File: config.mk
export PLATFORM = sky130hd
export DESIGN_NAME = dbk_edge_filter
export DESIGN_NICKNAME = d
export VERILOG_FILES = /design/src/rtl/dbk_pkg.sv /design/src/rtl/dbk_stage_decide.sv /design/src/rtl/dbk_stage_arith.sv /design/src/rtl/dbk_stage_select.sv /design/src/rtl/dbk_edge_filter.sv
export SDC_FILE = /design/constraint.sdc
export NUM_CORES = 1
export LEC_CHECK = 0
export CORE_MARGIN = 8
export CORE_UTILIZATION = 50
export CTS_BUF_LIST = sky130_fd_sc_hd__clkbuf_4 sky130_fd_sc_hd__clkbuf_8 sky130_fd_sc_hd__clkbuf_16
export CTS_CLUSTER_DIAMETER = 120
export DETAILED_ROUTE_END_ITERATION = 12
export GPL_TIMING_DRIVEN = 0
export PLACE_DENSITY_LB_ADDON = 0.1
export SYNTH_ARGS = -nofsm -noshare
export SYNTH_HDL_FRONTEND = slang
export SYNTH_SLANG_ARGS = --single-unit
File: constraint.sdc
create_clock -name clk -period 7.2 [get_ports clk]
set_input_delay 1.44 -clock clk [delete_from_list [all_inputs] [get_ports clk]]
set_output_delay 1.44 -clock clk [all_outputs]
set_load 0.1 [all_outputs]
File: src/rtl/dbk_pkg.sv
package dbk_pkg;
    localparam int PIX_W = 8;
    localparam int TAPS  = 4;
    localparam int BUS_W = PIX_W * TAPS;
    localparam int STR_W = 3;
    localparam int C1_W  = 5;
    localparam int TC_W  = C1_W + 2;
    localparam int SW    = PIX_W + 4;

    localparam logic signed [SW-1:0] S_ONE  = SW'(1);
    localparam logic signed [SW-1:0] S_FOUR = SW'(4);
    localparam logic [SW-1:0]        U_TWO  = SW'(2);
    localparam logic [SW-1:0]        U_FOUR = SW'(4);

    typedef logic [PIX_W-1:0]            pix_t;
    typedef logic [TAPS-1:0][PIX_W-1:0]  side_t;
    typedef logic signed [SW-1:0]        sw_t;
    typedef enum logic [1:0] {FM_NONE, FM_WEAK, FM_STRONG} fmode_t;

    typedef struct packed {
        logic              v;
        logic              chroma;
        fmode_t            mode;
        side_t             p;
        side_t             q;
        logic              p_near;
        logic              q_near;
        logic              p_strong;
        logic              q_strong;
        logic [C1_W-1:0]   c1;
        logic [TC_W-1:0]   tc;
    } dec_t;

    typedef struct packed {
        logic              v;
        logic              chroma;
        fmode_t            mode;
        side_t             p;
        side_t             q;
        logic              p_near;
        logic              q_near;
        logic              p_strong;
        logic              q_strong;
        logic [TC_W-1:0]   tc;
        sw_t               d0;
        sw_t               dp1;
        sw_t               dq1;
        pix_t              sp0, sp1, sp2, tp0;
        pix_t              sq0, sq1, sq2, tq0;
    } ar_t;

    typedef struct packed {
        logic  v;
        side_t p;
        side_t q;
    } out_t;

    function automatic pix_t absd(pix_t a, pix_t b);
        return (a > b) ? a - b : b - a;
    endfunction

    function automatic sw_t to_s(pix_t x);
        return $signed({{(SW-PIX_W){1'b0}}, x});
    endfunction

    function automatic logic [SW-1:0] zx(pix_t x);
        return {{(SW-PIX_W){1'b0}}, x};
    endfunction

    function automatic sw_t clip_s(sw_t x, sw_t lim);
        if (x > lim)  return lim;
        if (x < -lim) return -lim;
        return x;
    endfunction

    function automatic pix_t sat_pix(sw_t x);
        if (x[SW-1])             return '0;
        if (|x[SW-2:PIX_W])      return '1;
        return x[PIX_W-1:0];
    endfunction
endpackage

File: src/rtl/dbk_stage_decide.sv
module dbk_stage_decide
    import dbk_pkg::*;
(
    input  logic              clk,
    input  logic              rst_n,
    input  logic              in_valid,
    input  logic              chroma_mode,
    input  logic [STR_W-1:0]  strength,
    input  pix_t              alpha,
    input  pix_t              beta,
    input  logic [C1_W-1:0]   clip_base,
    input  logic [BUS_W-1:0]  p_word,
    input  logic [BUS_W-1:0]  q_word,
    output dec_t              dec_q
);
    dec_t dec_d;
    pix_t gap_pq, step_p, step_q, reach_p, reach_q;
    logic samples_ok, near_gap;

    always_comb begin
        dec_d        = '0;
        dec_d.v      = in_valid;
        dec_d.chroma = chroma_mode;
        dec_d.p      = side_t'(p_word);
        dec_d.q      = side_t'(q_word);
        dec_d.c1     = clip_base;

        gap_pq  = absd(dec_d.p[0], dec_d.q[0]);
        step_p  = absd(dec_d.p[1], dec_d.p[0]);
        step_q  = absd(dec_d.q[1], dec_d.q[0]);
        reach_p = absd(dec_d.p[2], dec_d.p[0]);
        reach_q = absd(dec_d.q[2], dec_d.q[0]);

        samples_ok = (gap_pq < alpha) && (step_p < beta) && (step_q < beta);
        near_gap   = gap_pq < ((alpha >> 2) + PIX_W'(2));

        dec_d.p_near   = reach_p < beta;
        dec_d.q_near   = reach_q < beta;
        dec_d.p_strong = !chroma_mode && dec_d.p_near && near_gap;
        dec_d.q_strong = !chroma_mode && dec_d.q_near && near_gap;

        if (!samples_ok || strength == '0 || strength > STR_W'(4))
            dec_d.mode = FM_NONE;
        else if (strength == STR_W'(4))
            dec_d.mode = FM_STRONG;
        else
            dec_d.mode = FM_WEAK;

        if (chroma_mode)
            dec_d.tc = TC_W'(clip_base) + TC_W'(1);
        else
            dec_d.tc = TC_W'(clip_base) + TC_W'(dec_d.p_near) + TC_W'(dec_d.q_near);
    end

    always_ff @(posedge clk) begin
        if (!rst_n) dec_q <= '0;
        else        dec_q <= dec_d;
    end
endmodule

File: src/rtl/dbk_stage_arith.sv
module dbk_stage_arith
    import dbk_pkg::*;
(
    input  logic clk,
    input  logic rst_n,
    input  dec_t dec_i,
    output ar_t  ar_q
);
    ar_t ar_d;
    sw_t p0s, p1s, p2s, q0s, q1s, q2s, raw0, avg, rp1, rq1, tcs, c1s;
    logic [SW-1:0] t_pq, a_p, a_q;
    logic [SW-1:0] wp0, wp1, wp2, wtp, wq0, wq1, wq2, wtq;

    always_comb begin
        ar_d          = '0;
        ar_d.v        = dec_i.v;
        ar_d.chroma   = dec_i.chroma;
        ar_d.mode     = dec_i.mode;
        ar_d.p        = dec_i.p;
        ar_d.q        = dec_i.q;
        ar_d.p_near   = dec_i.p_near;
        ar_d.q_near   = dec_i.q_near;
        ar_d.p_strong = dec_i.p_strong;
        ar_d.q_strong = dec_i.q_strong;
        ar_d.tc       = dec_i.tc;

        // weak path: signed correction terms
        p0s = to_s(dec_i.p[0]); p1s = to_s(dec_i.p[1]); p2s = to_s(dec_i.p[2]);
        q0s = to_s(dec_i.q[0]); q1s = to_s(dec_i.q[1]); q2s = to_s(dec_i.q[2]);
        tcs = $signed({{(SW-TC_W){1'b0}}, dec_i.tc});
        c1s = $signed({{(SW-C1_W){1'b0}}, dec_i.c1});

        raw0     = ((q0s - p0s) <<< 2) + (p1s - q1s) + S_FOUR;
        ar_d.d0  = clip_s(raw0 >>> 3, tcs);
        avg      = (p0s + q0s + S_ONE) >>> 1;
        rp1      = (p2s + avg - (p1s <<< 1)) >>> 1;
        rq1      = (q2s + avg - (q1s <<< 1)) >>> 1;
        ar_d.dp1 = clip_s(rp1, c1s);
        ar_d.dq1 = clip_s(rq1, c1s);

        // strong path: shared partial sums
        t_pq = zx(dec_i.p[0]) + zx(dec_i.q[0]);
        a_p  = zx(dec_i.p[1]) + t_pq;
        a_q  = zx(dec_i.q[1]) + t_pq;

        wp1 = (zx(dec_i.p[2]) + a_p + U_TWO) >> 2;
        wp0 = (zx(dec_i.p[2]) + (a_p << 1) + zx(dec_i.q[1]) + U_FOUR) >> 3;
        wp2 = ((zx(dec_i.p[3]) << 1) + (zx(dec_i.p[2]) << 1) + zx(dec_i.p[2]) + a_p + U_FOUR) >> 3;
        wtp = ((zx(dec_i.p[1]) << 1) + zx(dec_i.p[0]) + zx(dec_i.q[1]) + U_TWO) >> 2;

        wq1 = (zx(dec_i.q[2]) + a_q + U_TWO) >> 2;
        wq0 = (zx(dec_i.q[2]) + (a_q << 1) + zx(dec_i.p[1]) + U_FOUR) >> 3;
        wq2 = ((zx(dec_i.q[3]) << 1) + (zx(dec_i.q[2]) << 1) + zx(dec_i.q[2]) + a_q + U_FOUR) >> 3;
        wtq = ((zx(dec_i.q[1]) << 1) + zx(dec_i.q[0]) + zx(dec_i.p[1]) + U_TWO) >> 2;

        ar_d.sp0 = wp0[PIX_W-1:0]; ar_d.sp1 = wp1[PIX_W-1:0];
        ar_d.sp2 = wp2[PIX_W-1:0]; ar_d.tp0 = wtp[PIX_W-1:0];
        ar_d.sq0 = wq0[PIX_W-1:0]; ar_d.sq1 = wq1[PIX_W-1:0];
        ar_d.sq2 = wq2[PIX_W-1:0]; ar_d.tq0 = wtq[PIX_W-1:0];
    end

    always_ff @(posedge clk) begin
        if (!rst_n) ar_q <= '0;
        else        ar_q <= ar_d;
    end
endmodule

File: src/rtl/dbk_stage_select.sv
module dbk_stage_select
    import dbk_pkg::*;
(
    input  logic clk,
    input  logic rst_n,
    input  ar_t  ar_i,
    output out_t out_q
);
    out_t out_d;

    always_comb begin
        out_d.v = ar_i.v;
        out_d.p = ar_i.p;
        out_d.q = ar_i.q;
        unique case (ar_i.mode)
            FM_WEAK: begin
                out_d.p[0] = sat_pix(to_s(ar_i.p[0]) + ar_i.d0);
                out_d.q[0] = sat_pix(to_s(ar_i.q[0]) - ar_i.d0);
                if (!ar_i.chroma && ar_i.p_near)
                    out_d.p[1] = sat_pix(to_s(ar_i.p[1]) + ar_i.dp1);
                if (!ar_i.chroma && ar_i.q_near)
                    out_d.q[1] = sat_pix(to_s(ar_i.q[1]) + ar_i.dq1);
            end
            FM_STRONG: begin
                if (ar_i.p_strong) begin
                    out_d.p[0] = ar_i.sp0;
                    out_d.p[1] = ar_i.sp1;
                    out_d.p[2] = ar_i.sp2;
                end else begin
                    out_d.p[0] = ar_i.tp0;
                end
                if (ar_i.q_strong) begin
                    out_d.q[0] = ar_i.sq0;
                    out_d.q[1] = ar_i.sq1;
                    out_d.q[2] = ar_i.sq2;
                end else begin
                    out_d.q[0] = ar_i.tq0;
                end
            end
            default: ;
        endcase
    end

    always_ff @(posedge clk) begin
        if (!rst_n) out_q <= '0;
        else        out_q <= out_d;
    end

    // a line that was not selected for filtering leaves untouched
    p_samples_gate_r3: assert property (@(posedge clk) disable iff (!rst_n)
        (out_q.v && $past(ar_i.mode) == FM_NONE) |->
        (out_q.p == $past(ar_i.p) && out_q.q == $past(ar_i.q)));

    // weak correction on p0 never exceeds the clip limit
    p_weak_step_r4: assert property (@(posedge clk) disable iff (!rst_n)
        (out_q.v && $past(ar_i.mode) == FM_WEAK) |->
        (absd(out_q.p[0], $past(ar_i.p[0])) <= {{(PIX_W-TC_W){1'b0}}, $past(ar_i.tc)}));

    // chrominance lines keep all but the boundary pixels
    p_chroma_inner_r6: assert property (@(posedge clk) disable iff (!rst_n)
        (out_q.v && $past(ar_i.chroma)) |->
        (out_q.p[TAPS-1:1] == $past(ar_i.p[TAPS-1:1]) &&
         out_q.q[TAPS-1:1] == $past(ar_i.q[TAPS-1:1])));

    // outermost pixels pass through
    p_outer_kept_r10: assert property (@(posedge clk) disable iff (!rst_n)
        out_q.v |->
        (out_q.p[TAPS-1] == $past(ar_i.p[TAPS-1]) && out_q.q[TAPS-1] == $past(ar_i.q[TAPS-1])));
endmodule

File: src/rtl/dbk_edge_filter.sv
module dbk_edge_filter
    import dbk_pkg::*;
(
    input  logic              clk,
    input  logic              rst_n,
    input  logic              in_valid,
    input  logic              chroma_mode,
    input  logic [2:0]        strength,
    input  logic [7:0]        alpha,
    input  logic [7:0]        beta,
    input  logic [4:0]        clip_base,
    input  logic [31:0]       p_word,
    input  logic [31:0]       q_word,
    output logic              out_valid,
    output logic [31:0]       p_out,
    output logic [31:0]       q_out
);
    dec_t dec_s;
    ar_t  ar_s;
    out_t out_s;

    dbk_stage_decide u_decide (
        .clk         (clk),
        .rst_n       (rst_n),
        .in_valid    (in_valid),
        .chroma_mode (chroma_mode),
        .strength    (strength),
        .alpha       (alpha),
        .beta        (beta),
        .clip_base   (clip_base),
        .p_word      (p_word),
        .q_word      (q_word),
        .dec_q       (dec_s)
    );

    dbk_stage_arith u_arith (
        .clk   (clk),
        .rst_n (rst_n),
        .dec_i (dec_s),
        .ar_q  (ar_s)
    );

    dbk_stage_select u_select (
        .clk   (clk),
        .rst_n (rst_n),
        .ar_i  (ar_s),
        .out_q (out_s)
    );

    assign out_valid = out_s.v;
    assign p_out     = BUS_W'(out_s.p);
    assign q_out     = BUS_W'(out_s.q);

    // fixed three-cycle delay in both directions
    p_latency_fwd_r2: assert property (@(posedge clk) disable iff (!rst_n)
        in_valid |-> ##3 out_valid);
    p_latency_bwd_r2: assert property (@(posedge clk) disable iff (!rst_n)
        out_valid |-> $past(in_valid, 3));

    // reset clears the output flag
    p_reset_idle_r11: assert property (@(posedge clk)
        !rst_n |=> !out_valid);
endmodule

# Yosys cells after proc, flatten, opt, wreduce, memory -nomap -nowiden

Cells that the tools add are included.

Input bits: 92
Bits in latches: 0
Bits in read-only memories: 0
Register bits after elaboration: 321
RAM bits: 0
Output and inout bits: 65
Memories kept: 0

Order comparisons: 18
$add $sub $neg: 57
Shift-type cells: 0
Multiply operators: 0
Reductions and logical operators: 19
Equality and inequality tests: 3
Div/mod/pow operators: 0
Multiplexer cells: 78
Bitwise gates (word level): 1

Operators with widths:

| cell                                          | number |
|---|---|
| two-way mux 8 bit                             | 27 |
| two-way mux 12 bit                            | 12 |
| subtractor 8 bit                              | 10 |
| one-hot mux 16 bit (2 select lines)           | 2 |
| < comparator 8 bit                            | 6 |
| adder 11 x 3 -> 11 bit, second input constant | 4 |
| adder 11 x 8 -> 11 bit                        | 4 |
| adder 10 x 2 -> 10 bit, second input constant | 4 |
| greater-than comparator 8 bit                 | 5 |
| adder 9 x 12 -> 12 bit                        | 3 |
| two-way mux 1 bit                             | 33 |
| two-way mux 16 bit                            | 2 |
| adder 9 x 11 -> 12 bit                        | 2 |
| < comparator 11 x 12 -> 1 bit                 | 2 |
| subtractor 12 x 10 -> 12 bit                  | 2 |
| adder 11 bit                                  | 2 |
| adder 8 x 11 -> 11 bit                        | 2 |
| greater-than comparator 11 x 6 -> 1 bit       | 2 |
| adder 10 x 8 -> 10 bit                        | 2 |
| adder 8 x 10 -> 10 bit                        | 2 |
| adder 8 x 9 -> 10 bit                         | 2 |
| adder 9 x 8 -> 10 bit                         | 2 |
| adder 9 x 9 -> 10 bit                         | 2 |
| adder 8 x 8 -> 9 bit                          | 2 |
| other kinds (26)                              | 40 |

# Logic depth before layout (Yosys ltp)

Depth in word-level cells: 11
Depth in mapped cells: 29
Gate-level depth less buffers: 28

# By module

From an unflattened synthesis, not the netlist that was laid out.

Cells, all modules: 2868
Area, all modules: 25219.2 um2

Modules (own cells, without submodules):

| module           | cells an instance | times used | sequential area each (um2) | area each (um2) |
|---|---|---|---|---|
| dbk_stage_arith  | 1530              | 1          | 3583.4                     | 14005.9 |
| dbk_stage_decide | 719               | 1          | 1661.6                     | 6346.1 |
| dbk_stage_select | 619               | 1          | 1301.2                     | 4867.2 |

# Worst setup path before layout

OpenSTA, ideal clock, no wires.

Path type: input to register
Start: in p_word[16]
End: reg u_decide.dec_q[5] (netlist name)
Setup slack: 1376 ps
Path buffers: 1
Cell stages on the path: 29
Setup time: 59 ps
Data arrival time: 5765 ps
Cells stage by stage: inv_1 > ha_1 > inv_1 > fa_1 > nand3_1 > a21oi_1 > o32ai_4 > mux2_1 > o21a_1 > o21ai_1 > and2b_1 > xnor2_1 > ha_1 > o21ai_0 > a21oi_1 > o21ai_0 > nand2b_1 > a21oi_1 > ha_1 > ha_1 > clkbuf_1 > nand2_1 > mux2i_1 > nand2_1 > o21ai_0 > a22oi_1 > o22a_1 > o32ai_1 > and2_1

RTL lines:

| what                 | line                   | text |
|---|---|---|
| start, declared      | dbk_edge_filter.sv:12  | `input logic [31:0] p_word,` |
| end signal, assigned | dbk_stage_decide.sv:56 | `if (!rst_n) dec_q <= '0;` |
| end signal, assigned | dbk_stage_decide.sv:57 | `else dec_q <= dec_d;` |
| end, declared        | dbk_stage_decide.sv:14 | `output dec_t dec_q` |

==> results.toml <==
[routing]
totalWireLength_um = 82400
wl_per_cell_um = 22.1
vias_per_cell = 5.58
drc = 0
postRouteAntennaNets = 0
drtIter0Drc = 1477
firstDrtPassIters = 7
via_count = 20800

[clock_network]
cts_buffers = 36
ctsHoldBuffers = 0
cts_sinks = 321
h-tree-depth = 2
clk_latency_ps = 570
cts_tree = "done"
clockBufferDepth = 3
cts-root-buf = "clkbuf_16"
clkTransAtPathRegs_ps = 60

[pwr]
vdd_drop_max_mv = 0.201
power_density_nw_per_um2 = 304
leakage_nw = 13.2

[global_route]
grt_pass1_vias = 20700
antenna_found_initial = 1
grt_overflow = 0
gr-usage-all-layers = 0.283
grt_pass1_wl_um = 124000
grt_start_max_net_pins = 15

[floorplanning]
die_h_um = 238
io-pin-count = 157
start_util = 0.506
die_w_um = 238
dieArea_um2 = 56800
num_rows = 81
core_um2 = 48800

[synth]
synthFlopType = "dfxtp_1"
synth_top_cell_area_share = 0.260
synth-edff-count = 0
syn-cell-area_um2 = 24700
netlist_top_cells_area = "dfxtp_1 26%, ha_1 20%, fa_1 6.8%, inv_1 5.2%, xnor2_1 4.4%"
yosys-top-cells-count = "402 x ha_1, 341 x inv_1, 321 x dfxtp_1, 267 x nor2_1, 194 x a21oi_1"
yosysSeqAreaShare = 0.260
synth_seq_cells = 321
synth_nets = 3409
syn_inst = 2831
synth_warnings = 0
synth-async-reset-ratio = 0
yosys.area.top_type = "dfxtp_1"
ys_types = 89
avgSynthCellArea_um2 = 8.74
yosysMostFrequentCell = "ha_1"

[run]
cap_violations = 0

[sta]
finalSetupViolCount = 0
fin_crit_sh = 0.948
rsz0062_at_grt = "no"
fin_ws_ps = 375
fin_crit_ps = 6820
drv_slew = 0
slew_headroom = 0.146
worst_pin_slew_ps = 1280
finClkSkew_ps = 41.7
hold_viol = 0
fmax_mhz = 147

[critical_path]
cp-start-kind = "input port"
worstPathArrival_ps = 7230
cpLargestDelayFamily = "compound AO/OA/AOI/OAI gates"
cp.required_ps = 7600
critPathMaxStageDelay_ps = 860
path_buf_inv = 3
cp_max_fo = 10
critPathKind = "input port to flop"
cpMaxStageDelayCell = "clkdlybuf4s50_1"
cp-end-kind = "flop"

[placement]
placed_area_um2 = 27100
io_buffers = 154
dp_slack_ps = -841
gp_congestion = 1.02
hpwl_um = 68500

[layout]
multi_input_area_um2 = 16700
fillers = 4435
area_delta_synth_final_pct = 15.3
fin_area_um2 = 28500
drive_above_1_share = 0.0504
fin_nets = 3609
regArea_um2 = 6430

[worst_hold_path]
hold_path.class = "flop to flop"

[outcome]
outcome = "finished, final reports clean"
==> flip-flops by register name, summed over array words and instances, names as in the netlist <==
register	cells
u_arith.ar_q	172
u_decide.dec_q	84
u_select.out_q	65
==> repair_timing <==
action,4_1_cts,5_1_grt
pin swaps,0,1
setup buffers,1,7
gates resized for setup,2,3
setup endpoints to repair,4,4
==> cells in the final DEF, fill, tap and decap left out, types with 115 or more instances in the layout <==
| cell type | instances |
|---|---|
| ha_1 | 402 |
| inv_1 | 339 |
| dfxtp_1 | 321 |
| nor2_1 | 267 |
| a21oi_1 | 193 |
| clkdlybuf4s50_1 | 153 |
| nand2_1 | 131 |
| xnor2_1 | 124 |
| o21ai_0 | 115 |
==> routing by layer <==
layer | vias up | track usage | part of all wire | wire length (um)
li1 | 10100 | - | - | -
met1 | 9862 | 0.368 | 0.43 | 35700
met2 | 682 | 0.479 | 0.46 | 38300
met3 | 182 | 0.0329 | 0.058 | 4760
met4 | 0 | 0.110 | 0.044 | 3620
met5 | - | 0 | 0 | 0
==> power breakdown <==
| group | internal, mW | switching, mW |
|---|---|---|
| Sequential | 2.04 | 0.176 |
| Clock | 1.26 | 0.779 |
| Combinational | 1.83 | 2.58 |
==> path summary, 6_finish.rpt <==
check / cells past startpoint / end / from / slack, ps
max: 25 / u_decide.dec_q[4] / q_word[1] / 380
max reg2reg: 25 / u_arith.ar_q[95] / u_decide.dec_q[25] / 740
min: 1 / u_arith.ar_q[176] / u_decide.dec_q[81] / 430
min reg2reg: 1 / u_arith.ar_q[176] / u_decide.dec_q[81] / 430
==> final cells by class <==
cell class              count  share of cell area
well taps                 664              0.0291
repair buffers            162              0.0563
multi-input cells        2095               0.587
clock buffers              45              0.0355
clock inverters            18              0.0108
flip-flops and latches    321               0.225
inverters                 341              0.0452
diodes                      3            0.000263
plain buffers              74              0.0105
==> logic make-up (layout without fill, tap and decap cells) <==
| group | after synthesis | count (layout) | synth area share |
|---|---|---|---|
| and+or+nand+nor | 723 | 723 | 0.142 |
| AOI/OAI and AO/OA | 639 | 639 | 0.170 |
| adders and majority gates | 486 | 486 | 0.271 |
| buffers and inverters | 415 | 640 | 0.0639 |
| DFF | 321 | 321 | 0.260 |
| xor gates and xnor gates | 174 | 174 | 0.0616 |
| muxes | 72 | 72 | 0.0309 |
| other | 1 | 4 | 0.000152 |
==> metrics by stage <==
step,TNS (ps),util,instances,total power [mW],hold WS (ps)
finish,0,0.584,3723,8.68,431
global route,0,0.584,3720,9.30,445
CTS,0,0.582,3713,8.66,432
detailed placement,-3150,0.555,3649,6.58,418
global placement,-2750,0.555,3649,6.47,416
floorplan,0,-,2831,5.46,412
Note: power is estimated with default switching activity, not from simulation.
